===== config.mk =====
export PLATFORM = sky130hd
export DESIGN_NAME = xlat_fault_seq
export DESIGN_NICKNAME = d
export VERILOG_FILES = /design/src/rtl/xlat_pkg.sv /design/src/rtl/xlat_prot_decode.sv /design/src/rtl/xlat_path_select.sv /design/src/rtl/xlat_fault_regs.sv /design/src/rtl/xlat_fault_seq.sv
export SDC_FILE = /design/constraint.sdc
export NUM_CORES = 1
export LEC_CHECK = 0
export ABC_AREA = 0
export BUFFER_PORTS_ARGS = -buffer_cell sky130_fd_sc_hd__buf_2
export CAP_MARGIN = 25
export CORE_ASPECT_RATIO = 0.75
export CORE_MARGIN = 2
export CORE_UTILIZATION = 47
export CTS_BUF_LIST = sky130_fd_sc_hd__clkbuf_8 sky130_fd_sc_hd__clkbuf_16
export DETAILED_ROUTE_END_ITERATION = 8
export GPL_TIMING_DRIVEN = 1
export PLACE_DENSITY = 0.86
export SYNTH_ARGS = -nofsm -noshare
export SYNTH_HDL_FRONTEND = slang
export SYNTH_SLANG_ARGS = --single-unit

===== constraint.sdc =====
create_clock -name clk -period 2.25 [get_ports clk]
set_clock_uncertainty 0.2 [all_clocks]
set_input_delay 0.225 -clock clk [delete_from_list [all_inputs] [get_ports clk]]
set_output_delay 0.225 -clock clk [all_outputs]
set_load 0.005 [all_outputs]

===== src/rtl/xlat_pkg.sv =====
package xlat_pkg;

  localparam int unsigned STAT_W          = 32;
  localparam int unsigned ST_NOTFOUND_BIT = 30;
  localparam int unsigned ST_PROT_BIT     = 27;
  localparam int unsigned ST_STORE_BIT    = 25;

  typedef enum logic [1:0] {
    PERM_NONE = 2'd0,
    PERM_RO   = 2'd1,
    PERM_RW   = 2'd2
  } perm_e;

  localparam logic [7:0] EXC_DATA_STORAGE  = 8'h03;
  localparam logic [7:0] EXC_INSTR_STORAGE = 8'h04;
  localparam logic [7:0] VEC_IMISS         = 8'h10;
  localparam logic [7:0] VEC_DLOAD_MISS    = 8'h11;
  localparam logic [7:0] VEC_DSTORE_MISS   = 8'h12;

  // A store never proceeds on a read-only grant.
  function automatic perm_e limit_write(perm_e p, logic is_write);
    return (is_write && p == PERM_RO) ? PERM_NONE : p;
  endfunction

endpackage


===== src/rtl/xlat_prot_decode.sv =====
module xlat_prot_decode
  import xlat_pkg::*;
(
  input  logic       problem,
  input  logic       seg_ukey,
  input  logic       seg_skey,
  input  logic       seg_noexec,
  input  logic       pg_guarded,
  input  logic [1:0] pp,
  input  logic       is_write,
  input  logic       is_instr,
  output perm_e      perm
);

  logic  key;
  perm_e raw;

  always_comb begin
    key = (problem && seg_ukey) || (!problem && seg_skey);
    if (key) begin
      unique case (pp)
        2'd0:    raw = PERM_NONE;
        2'd2:    raw = PERM_RW;
        default: raw = PERM_RO;
      endcase
    end else begin
      raw = (pp == 2'd3) ? PERM_RO : PERM_RW;
    end
    if (is_instr && (seg_noexec || pg_guarded)) begin
      perm = PERM_NONE;
    end else begin
      perm = limit_write(raw, is_write);
    end
  end

endmodule


===== src/rtl/xlat_path_select.sv =====
module xlat_path_select
  import xlat_pkg::*;
#(
  parameter int unsigned AW        = 32,
  parameter int unsigned PAGE_BITS = 12
) (
  input  logic                  bypass,
  input  logic [AW-1:0]         vaddr,
  input  logic                  is_write,
  input  logic                  blk_hit,
  input  logic [1:0]            blk_perm,
  input  logic [AW-1:0]         blk_paddr,
  input  logic                  pg_match,
  input  perm_e                 pg_perm,
  input  logic [AW-PAGE_BITS-1:0] pg_frame,
  output logic                  grant,
  output logic [1:0]            perm,
  output logic [AW-1:0]         paddr
);

  perm_e blk_eff;

  always_comb begin
    unique case (blk_perm)
      2'd0:    blk_eff = PERM_NONE;
      2'd1:    blk_eff = PERM_RO;
      default: blk_eff = PERM_RW;
    endcase
    blk_eff = limit_write(blk_eff, is_write);

    grant = 1'b0;
    perm  = PERM_NONE;
    paddr = '0;
    if (bypass) begin
      grant = 1'b1;
      perm  = PERM_RW;
      paddr = vaddr;
    end else if (blk_hit && blk_eff != PERM_NONE) begin
      grant = 1'b1;
      perm  = blk_eff;
      paddr = blk_paddr;
    end else if (pg_match && pg_perm != PERM_NONE) begin
      grant = 1'b1;
      perm  = pg_perm;
      paddr = {pg_frame, vaddr[PAGE_BITS-1:0]};
    end
  end

endmodule


===== src/rtl/xlat_fault_regs.sv =====
module xlat_fault_regs
  import xlat_pkg::*;
#(
  parameter int unsigned AW = 32
) (
  input  logic              clk,
  input  logic              rst_n,
  input  logic              fire,
  input  logic              sw_mode,
  input  logic              is_instr,
  input  logic              is_write,
  input  logic              matched,
  input  logic [AW-1:0]     vaddr,
  output logic [7:0]        code,
  output logic [AW-1:0]     dfault_addr,
  output logic [STAT_W-1:0] dfault_status,
  output logic [AW-1:0]     imiss_addr,
  output logic [AW-1:0]     dmiss_addr
);

  logic [STAT_W-1:0] status_next;
  logic [7:0]        code_next;

  always_comb begin
    status_next = '0;
    if (matched) status_next[ST_PROT_BIT]     = 1'b1;
    else         status_next[ST_NOTFOUND_BIT] = 1'b1;
    if (is_write) status_next[ST_STORE_BIT]   = 1'b1;

    if (sw_mode) begin
      if (is_instr)      code_next = VEC_IMISS;
      else if (is_write) code_next = VEC_DSTORE_MISS;
      else               code_next = VEC_DLOAD_MISS;
    end else begin
      code_next = is_instr ? EXC_INSTR_STORAGE : EXC_DATA_STORAGE;
    end
  end

  always_ff @(posedge clk) begin
    if (!rst_n) begin
      code          <= '0;
      dfault_addr   <= '0;
      dfault_status <= '0;
      imiss_addr    <= '0;
      dmiss_addr    <= '0;
    end else if (fire) begin
      code <= code_next;
      if (sw_mode) begin
        if (is_instr) imiss_addr <= vaddr;
        else          dmiss_addr <= vaddr;
      end else if (!is_instr) begin
        dfault_addr   <= vaddr;
        dfault_status <= status_next;
      end
    end
  end

endmodule


===== src/rtl/xlat_fault_seq.sv =====
module xlat_fault_seq
  import xlat_pkg::*;
#(
  parameter int unsigned AW        = 32,
  parameter int unsigned PAGE_BITS = 12
) (
  input  logic                    clk,
  input  logic                    rst_n,
  input  logic                    cfg_sw_reload,
  input  logic                    cfg_instr_xlat_en,
  input  logic                    cfg_data_xlat_en,
  input  logic                    cfg_problem,
  input  logic                    req_valid,
  output logic                    req_ready,
  input  logic [AW-1:0]           req_vaddr,
  input  logic                    req_instr,
  input  logic                    req_write,
  input  logic                    req_no_exc,
  input  logic                    blk_hit,
  input  logic [1:0]              blk_perm,
  input  logic [AW-1:0]           blk_paddr,
  input  logic                    pg_match,
  input  logic [1:0]              pg_pp,
  input  logic                    pg_guarded,
  input  logic [AW-PAGE_BITS-1:0] pg_frame,
  input  logic                    seg_ukey,
  input  logic                    seg_skey,
  input  logic                    seg_noexec,
  output logic                    rsp_valid,
  input  logic                    rsp_ready,
  output logic                    rsp_grant,
  output logic [1:0]              rsp_perm,
  output logic [AW-1:0]           rsp_paddr,
  output logic                    fault_pulse,
  output logic [7:0]              fault_code,
  output logic                    fault_tgpr,
  output logic [AW-1:0]           dfault_addr,
  output logic [31:0]             dfault_status,
  output logic [AW-1:0]           imiss_addr,
  output logic [AW-1:0]           dmiss_addr
);

  logic          accept;
  logic          bypass;
  logic          fire;
  perm_e         pg_perm;
  logic          sel_grant;
  logic [1:0]    sel_perm;
  logic [AW-1:0] sel_paddr;

  assign req_ready = !rsp_valid || rsp_ready;
  assign accept    = req_valid && req_ready;
  assign bypass    = req_instr ? !cfg_instr_xlat_en : !cfg_data_xlat_en;
  assign fire      = accept && !sel_grant && !req_no_exc;

  xlat_prot_decode u_decode (
    .problem    (cfg_problem),
    .seg_ukey   (seg_ukey),
    .seg_skey   (seg_skey),
    .seg_noexec (seg_noexec),
    .pg_guarded (pg_guarded),
    .pp         (pg_pp),
    .is_write   (req_write),
    .is_instr   (req_instr),
    .perm       (pg_perm)
  );

  xlat_path_select #(.AW(AW), .PAGE_BITS(PAGE_BITS)) u_select (
    .bypass    (bypass),
    .vaddr     (req_vaddr),
    .is_write  (req_write),
    .blk_hit   (blk_hit),
    .blk_perm  (blk_perm),
    .blk_paddr (blk_paddr),
    .pg_match  (pg_match),
    .pg_perm   (pg_perm),
    .pg_frame  (pg_frame),
    .grant     (sel_grant),
    .perm      (sel_perm),
    .paddr     (sel_paddr)
  );

  xlat_fault_regs #(.AW(AW)) u_regs (
    .clk           (clk),
    .rst_n         (rst_n),
    .fire          (fire),
    .sw_mode       (cfg_sw_reload),
    .is_instr      (req_instr),
    .is_write      (req_write),
    .matched       (pg_match),
    .vaddr         (req_vaddr),
    .code          (fault_code),
    .dfault_addr   (dfault_addr),
    .dfault_status (dfault_status),
    .imiss_addr    (imiss_addr),
    .dmiss_addr    (dmiss_addr)
  );

  always_ff @(posedge clk) begin
    if (!rst_n) begin
      rsp_valid   <= 1'b0;
      rsp_grant   <= 1'b0;
      rsp_perm    <= '0;
      rsp_paddr   <= '0;
      fault_pulse <= 1'b0;
      fault_tgpr  <= 1'b0;
    end else begin
      fault_pulse <= fire;
      fault_tgpr  <= fire && cfg_sw_reload;
      if (accept) begin
        rsp_valid <= 1'b1;
        rsp_grant <= sel_grant;
        rsp_perm  <= sel_perm;
        rsp_paddr <= sel_paddr;
      end else if (rsp_ready) begin
        rsp_valid <= 1'b0;
      end
    end
  end

endmodule


Word-level counts from Yosys, hierarchy flattened
Index checks and enable logic that the tools add are counted.
{ "op_classes": {"eq_ne": 5, "mux": 26, "bitwise_logic": 2, "reduce_logical": 28} }
{ "ops": {"columns": ["cell", "count"], "rows": [
  ["two-way mux 32 bit", 3],
  ["two-way mux 2 bit", 9],
  ["two-way mux 8 bit", 2],
  ["logical AND 1 bit", 11],
  ["two-way mux 1 bit", 9],
  ["AND reduction 3 bit", 3],
  ["one-hot mux 2 bit (2 select lines)", 2],
  ["equality test 2 x 1 -> 1 bit, second input constant", 3],
  ["zero test 1 bit", 6],
  ["nonzero test 2 bit", 3],
  ["equality test 2 bit, second input constant", 2],
  ["zero test 2 bit", 2],
  ["logical OR 1 bit", 3],
  ["two-way mux 3 bit", 1],
  ["inverter 1 bit", 2]
]} }
{ "totals": {"ff_bits": 145, "inputBits": 105, "output_inout_bits": 175} }

Depth between registers and ports, before layout
{ "depth": {"ltp_word": 17, "mapped_depth": 8, "ltp_nobuf": 5} }

Cells and area by module
Synthesis repeated with hierarchy kept, for this count alone.
{ "unflattened": {"cells_unflattened": 711, "hier_area_um2": 6195.9} }
{ "by_module_without_submodules": {"columns": ["module", "instances", "cells_each", "area_per_inst_um2", "seq_area_each_um2"], "rows": [
  ["xlat_fault_regs", 1, 422, 3913.8, 2062.0],
  ["xlat_fault_seq", 1, 163, 1549.0, 760.7],
  ["xlat_path_select", 1, 118, 674.4, 0.0],
  ["xlat_prot_decode", 1, 8, 58.8, 0.0]
]} }

Least setup slack after synthesis
OpenSTA, ideal clock, no wires.
{ "synth_timing": {"kind": "input port to flip-flop", "from": "input port req_instr", "to": "register u_regs.imiss_addr[10]", "t_arrival_ps": 1730, "t_required_ps": 1978, "slack_ps": 248, "path_stages": 8, "n_path_buf": 3, "cell_sequence": "buf_4 -> mux2_4 -> nand3_1 -> a2111oi_4 -> and3_1 -> buf_4 -> buf_6 -> mux2i_1"} }
{ "synth_between": {"elab_chain_cells": 11, "elab_cells_between_ends": 12, "classes_between": "mux: 5; reduce/logical: 7"} }
{ "synth_rtl": {"columns": ["element", "line_no", "text"], "rows": [
  ["from (decl)", "xlat_fault_seq.sv:16", "input logic req_instr,"],
  ["logical AND 1 bit", "xlat_prot_decode.sv:29", "if (is_instr && (seg_noexec || pg_guarded)) begin"],
  ["two-way mux 2 bit", "xlat_prot_decode.sv:29", null],
  ["nonzero test 2 bit", "xlat_path_select.sv:42", "end else if (pg_match && pg_perm != PERM_NONE) begin"],
  ["logical AND 1 bit", "xlat_path_select.sv:42", null],
  ["two-way mux 1 bit", "xlat_path_select.sv:42", null],
  ["two-way mux 1 bit", "xlat_path_select.sv:38", "end else if (blk_hit && blk_eff != PERM_NONE) begin"],
  ["two-way mux 1 bit", "xlat_path_select.sv:34", "if (bypass) begin"],
  ["zero test 1 bit", "xlat_fault_seq.sv:54", "assign fire = accept && !sel_grant && !req_no_exc;"],
  ["logical AND 1 bit (2 in a row)", "xlat_fault_seq.sv:54", null],
  ["AND reduction 3 bit (no line) *", null, null],
  ["to (signal assigned)", "xlat_fault_regs.sv:49", "if (is_instr) imiss_addr <= vaddr;"],
  ["to (decl)", "xlat_fault_regs.sv:17", "output logic [AW-1:0] imiss_addr,"]
]} }
Every way passes the cells marked *; elsewhere a longest branch is shown, timed or not.
A chain may end at the register's enable or synchronous reset.

Final worst setup path
{ "layout_timing": {"from": "input port req_valid", "to": "register rsp_paddr[29]"} }
{ "layout_between": {"elab_chain_cells": 1} }
{ "layout_rtl": {"columns": ["element", "line_no", "text"], "rows": [
  ["from (decl)", "xlat_fault_seq.sv:13", "input logic req_valid,"],
  ["logical AND 1 bit", "xlat_fault_seq.sv:52", "assign accept = req_valid && req_ready;"],
  ["to (signal assigned)", "xlat_fault_seq.sv:114", "rsp_paddr <= sel_paddr;"],
  ["to (decl)", "xlat_fault_seq.sv:33", "output logic [AW-1:0] rsp_paddr,"]
]} }
No other way between the ends.

==> impl_metrics.toml <==
[die]
rows = 35
dieArea_sq_um = 13700
die-height_um = 102
die_w_um = 135
start_util = 0.485
core_sq_um = 12400
io_pins = 280

[placement]
buffer_ports.inserted = 246
dp_hpwl_um = 12700
globalplace.congestion = 0.840

[critical_path]
rr_startpoint = "rsp_valid"
rr_worst_depth = 7
crit_path_end = "rsp_paddr[29]"
r2r_end = "rsp_paddr[29]"
cp.arrival_ps = 2400
worst_setup_path_start_kind = "primary input"
setup.worst_path.class = "primary input to flop"
cp.required_ps = 2340
critPathLaunch = "req_valid"
r2r_slack_ps = -10
critical_path_peak_fanout = 32
worstSetupEndpointType = "flop"

[power_and_ir_drop]
seq_power_share = 0.425
p_switching_mw = 1.70
intPower_mw = 4.43
switching_share = 0.277
p_clk_frac = 0.442
leakage_nw = 4.58
ir_worst_vdd_v = 0.000468
p_per_area_nw_per_um2 = 682
power_mw = 6.14
p_comb_frac = 0.134

[sta]
slew_headroom = 0.409
layout_setup_ws_ps = -55.0
report.final.slew_viol_count = 0
min_period_over_period = 1.02
fmaxAchievable_ghz = 0.434
rsz0062_at_grt = "yes"
timing.hold.ws_ps = 82.9
tns_ps = -109
setup_viol_count_final = 3
hold_violations = 0
finalCriticalPeriod_ps = 2300
tightest_slew_ps = 884

[final_layout]
area_delta_synth_final_pct = 49.8
fillers = 819
drive_above_1_share = 0.300
layout.nets = 1137
antenna_cells = 0

[synthesis]
yosysUniqueCellTypes = 36
synth_most_common_cell = "nand2_1"
ys_seq_elements = 141
syn_area_sq_um = 6010
synth-edff-count = 0
yosysWarnings = 0
ys.flop_type = "dfxtp_1"
yosys.area.top_type = "dfxtp_1"
synthCells = 686
synth-seq-area-share = 0.470
synth_top_area_share = 0.470
ys_async_sr_fraction = 0
synth_common_cells = "nand2_1, dfxtp_1, mux2i_1, o21ai_0, clkbuf_1"
netlist_top_cells_area = "dfxtp_1, mux2i_1, nand2_1"
syn_avg_cell_area_sq_um = 8.76

[routing]
drtAntennaViolNets = 0
drc = 0
num_vias = 6498
drt_iter0_drc = 402
first_pass_iters = 5
wirelength_um = 21200
avgViaCountPerCell = 5.37
wl_per_cell_um = 17.5

[grt]
grtUsageTotal = 0.300
grt-ovfl-total = 0
grt_antenna_before_repair = 0
grt_start_max_net_pins = 46
grt_pass1_vias = 6472
grt_pass1_wl_um = 32300

[clocking]
path_clk_slew_ps = 60
clk_root_buffer_cell = "clkbuf_16"
cts.path.max_buffers = 2
clock_latency_ps = 410
clkSinkCount = 141
cts_tree = "yes"
cts_max_level = 4
numCtsBuffers = 17

[outcome]
status = "finished, violations left"
violations = "negative setup slack"

[flow_run]
drv_cap = 0

[worst_hold_path]
hold_class = "primary input to flop"
## logic make-up after synthesis
kind of cell,share of synthesized area
AOI/OAI and AO/OA,0.131
buffers and inverters,0.0854
DFF,0.470
muxes,0.169
other,0.000624
and+or+nand+nor,0.144
## critical path, cell delays in order
cell,delay [ps]
dlygate4sd3_1,540
buf_2,150
and2_2,210
buf_12,190
nand2_1,130
a31oi_2,220
o22ai_1,140
dlygate4sd3_1,580
## registers in the layout, summed over array words and instances (netlist names)
register	flops
rsp_valid	1
rsp_perm	2
fault_pulse	1
u_regs.dfault_status	3
rsp_paddr	32
fault_tgpr	1
u_regs.code	4
u_regs.dmiss_addr	32
u_regs.imiss_addr	32
rsp_grant	1
u_regs.dfault_addr	32
## stage by stage
stage | util | setup WS, ps | std cells | instance area (sq um)
floorplan | - | 248 | 718 | 6130
global placement | 0.589 | 75.8 | 1070 | 7300
detailed placement | 0.589 | -21.5 | 1070 | 7300
CTS | 0.723 | 18.4 | 1210 | 8950
global route | 0.726 | -68.9 | 1211 | 9000
finish | 0.726 | -55.0 | 1211 | 9000
## placed cells by master, fill, tap and decap left out, types with 16 or more instances in the layout
| master | n |
|---|---|
| nand2_1 | 193 |
| dfxtp_1 | 141 |
| o21ai_0 | 47 |
| clkbuf_16 | 17 |
| buf_4 | 21 |
| o22ai_1 | 20 |
| buf_2 | 245 |
| conb_1 | 33 |
| mux2i_1 | 98 |
| a21oi_1 | 16 |
| a31oi_1 | 21 |
| dlygate4sd3_1 | 107 |
| o21ai_1 | 24 |
## metal layers
metal / vias to the layer above / wire length, um / GRT usage
met3: 73 / 1970 / 0.0813
met2: 443 / 10300 / 0.525
met1: 3011 / 8230 / 0.346
met4: 0 / 680 / 0.145
met5: - / 0 / 0
li1: 2971 / - / -
## final cells by class
class | count | area, sq um | area share
Multi-Input combinational cell | 489 | 2820 | 0.313
Clock buffer | 17 | 425 | 0.0473
Clock inverter | 15 | 148 | 0.0164
Sequential cell | 141 | 2820 | 0.314
Inverter | 3 | 11.3 | 0.00125
Tap cell | 166 | 208 | 0.0231
Timing Repair Buffer | 380 | 2570 | 0.285
## power groups by stage
stage / Combinational [mW] / Clock [mW] / Sequential (mW)
6_report: 0.820 / 2.71 / 2.61
5_1_grt: 0.883 / 2.86 / 2.61
4_1_cts: 0.752 / 2.74 / 2.60
3_5_place_dp: 0.585 / 0 / 2.66
3_3_place_gp: 0.574 / 0 / 2.66
2_1_floorplan: 0.342 / 0 / 2.66
## worst min path at each step
stage                              start                        to  slack [ps]  depth (start not counted)
after floorplan                 pg_match  u_regs.dfault_status[30]         130                          1
after global placement    u_regs.code[1]            u_regs.code[1]         240                          2
after detailed placement  u_regs.code[0]            u_regs.code[0]         250                          2
after CTS                      rsp_ready                 rsp_valid          40                          3
after global routing             blk_hit                 rsp_grant          90                          3
final                      req_vaddr[31]     u_regs.dmiss_addr[31]          80                          3
## what timing repair did
action                                 in CTS  in global routing
hold buffers                              108                  1
gates resized for setup                     0                 16
endpoints found under the hold margin     134                  1
setup endpoints to repair                   0                 69
buffers inserted                            0                  1
No activity file was read; power rests on OpenSTA's default activity.
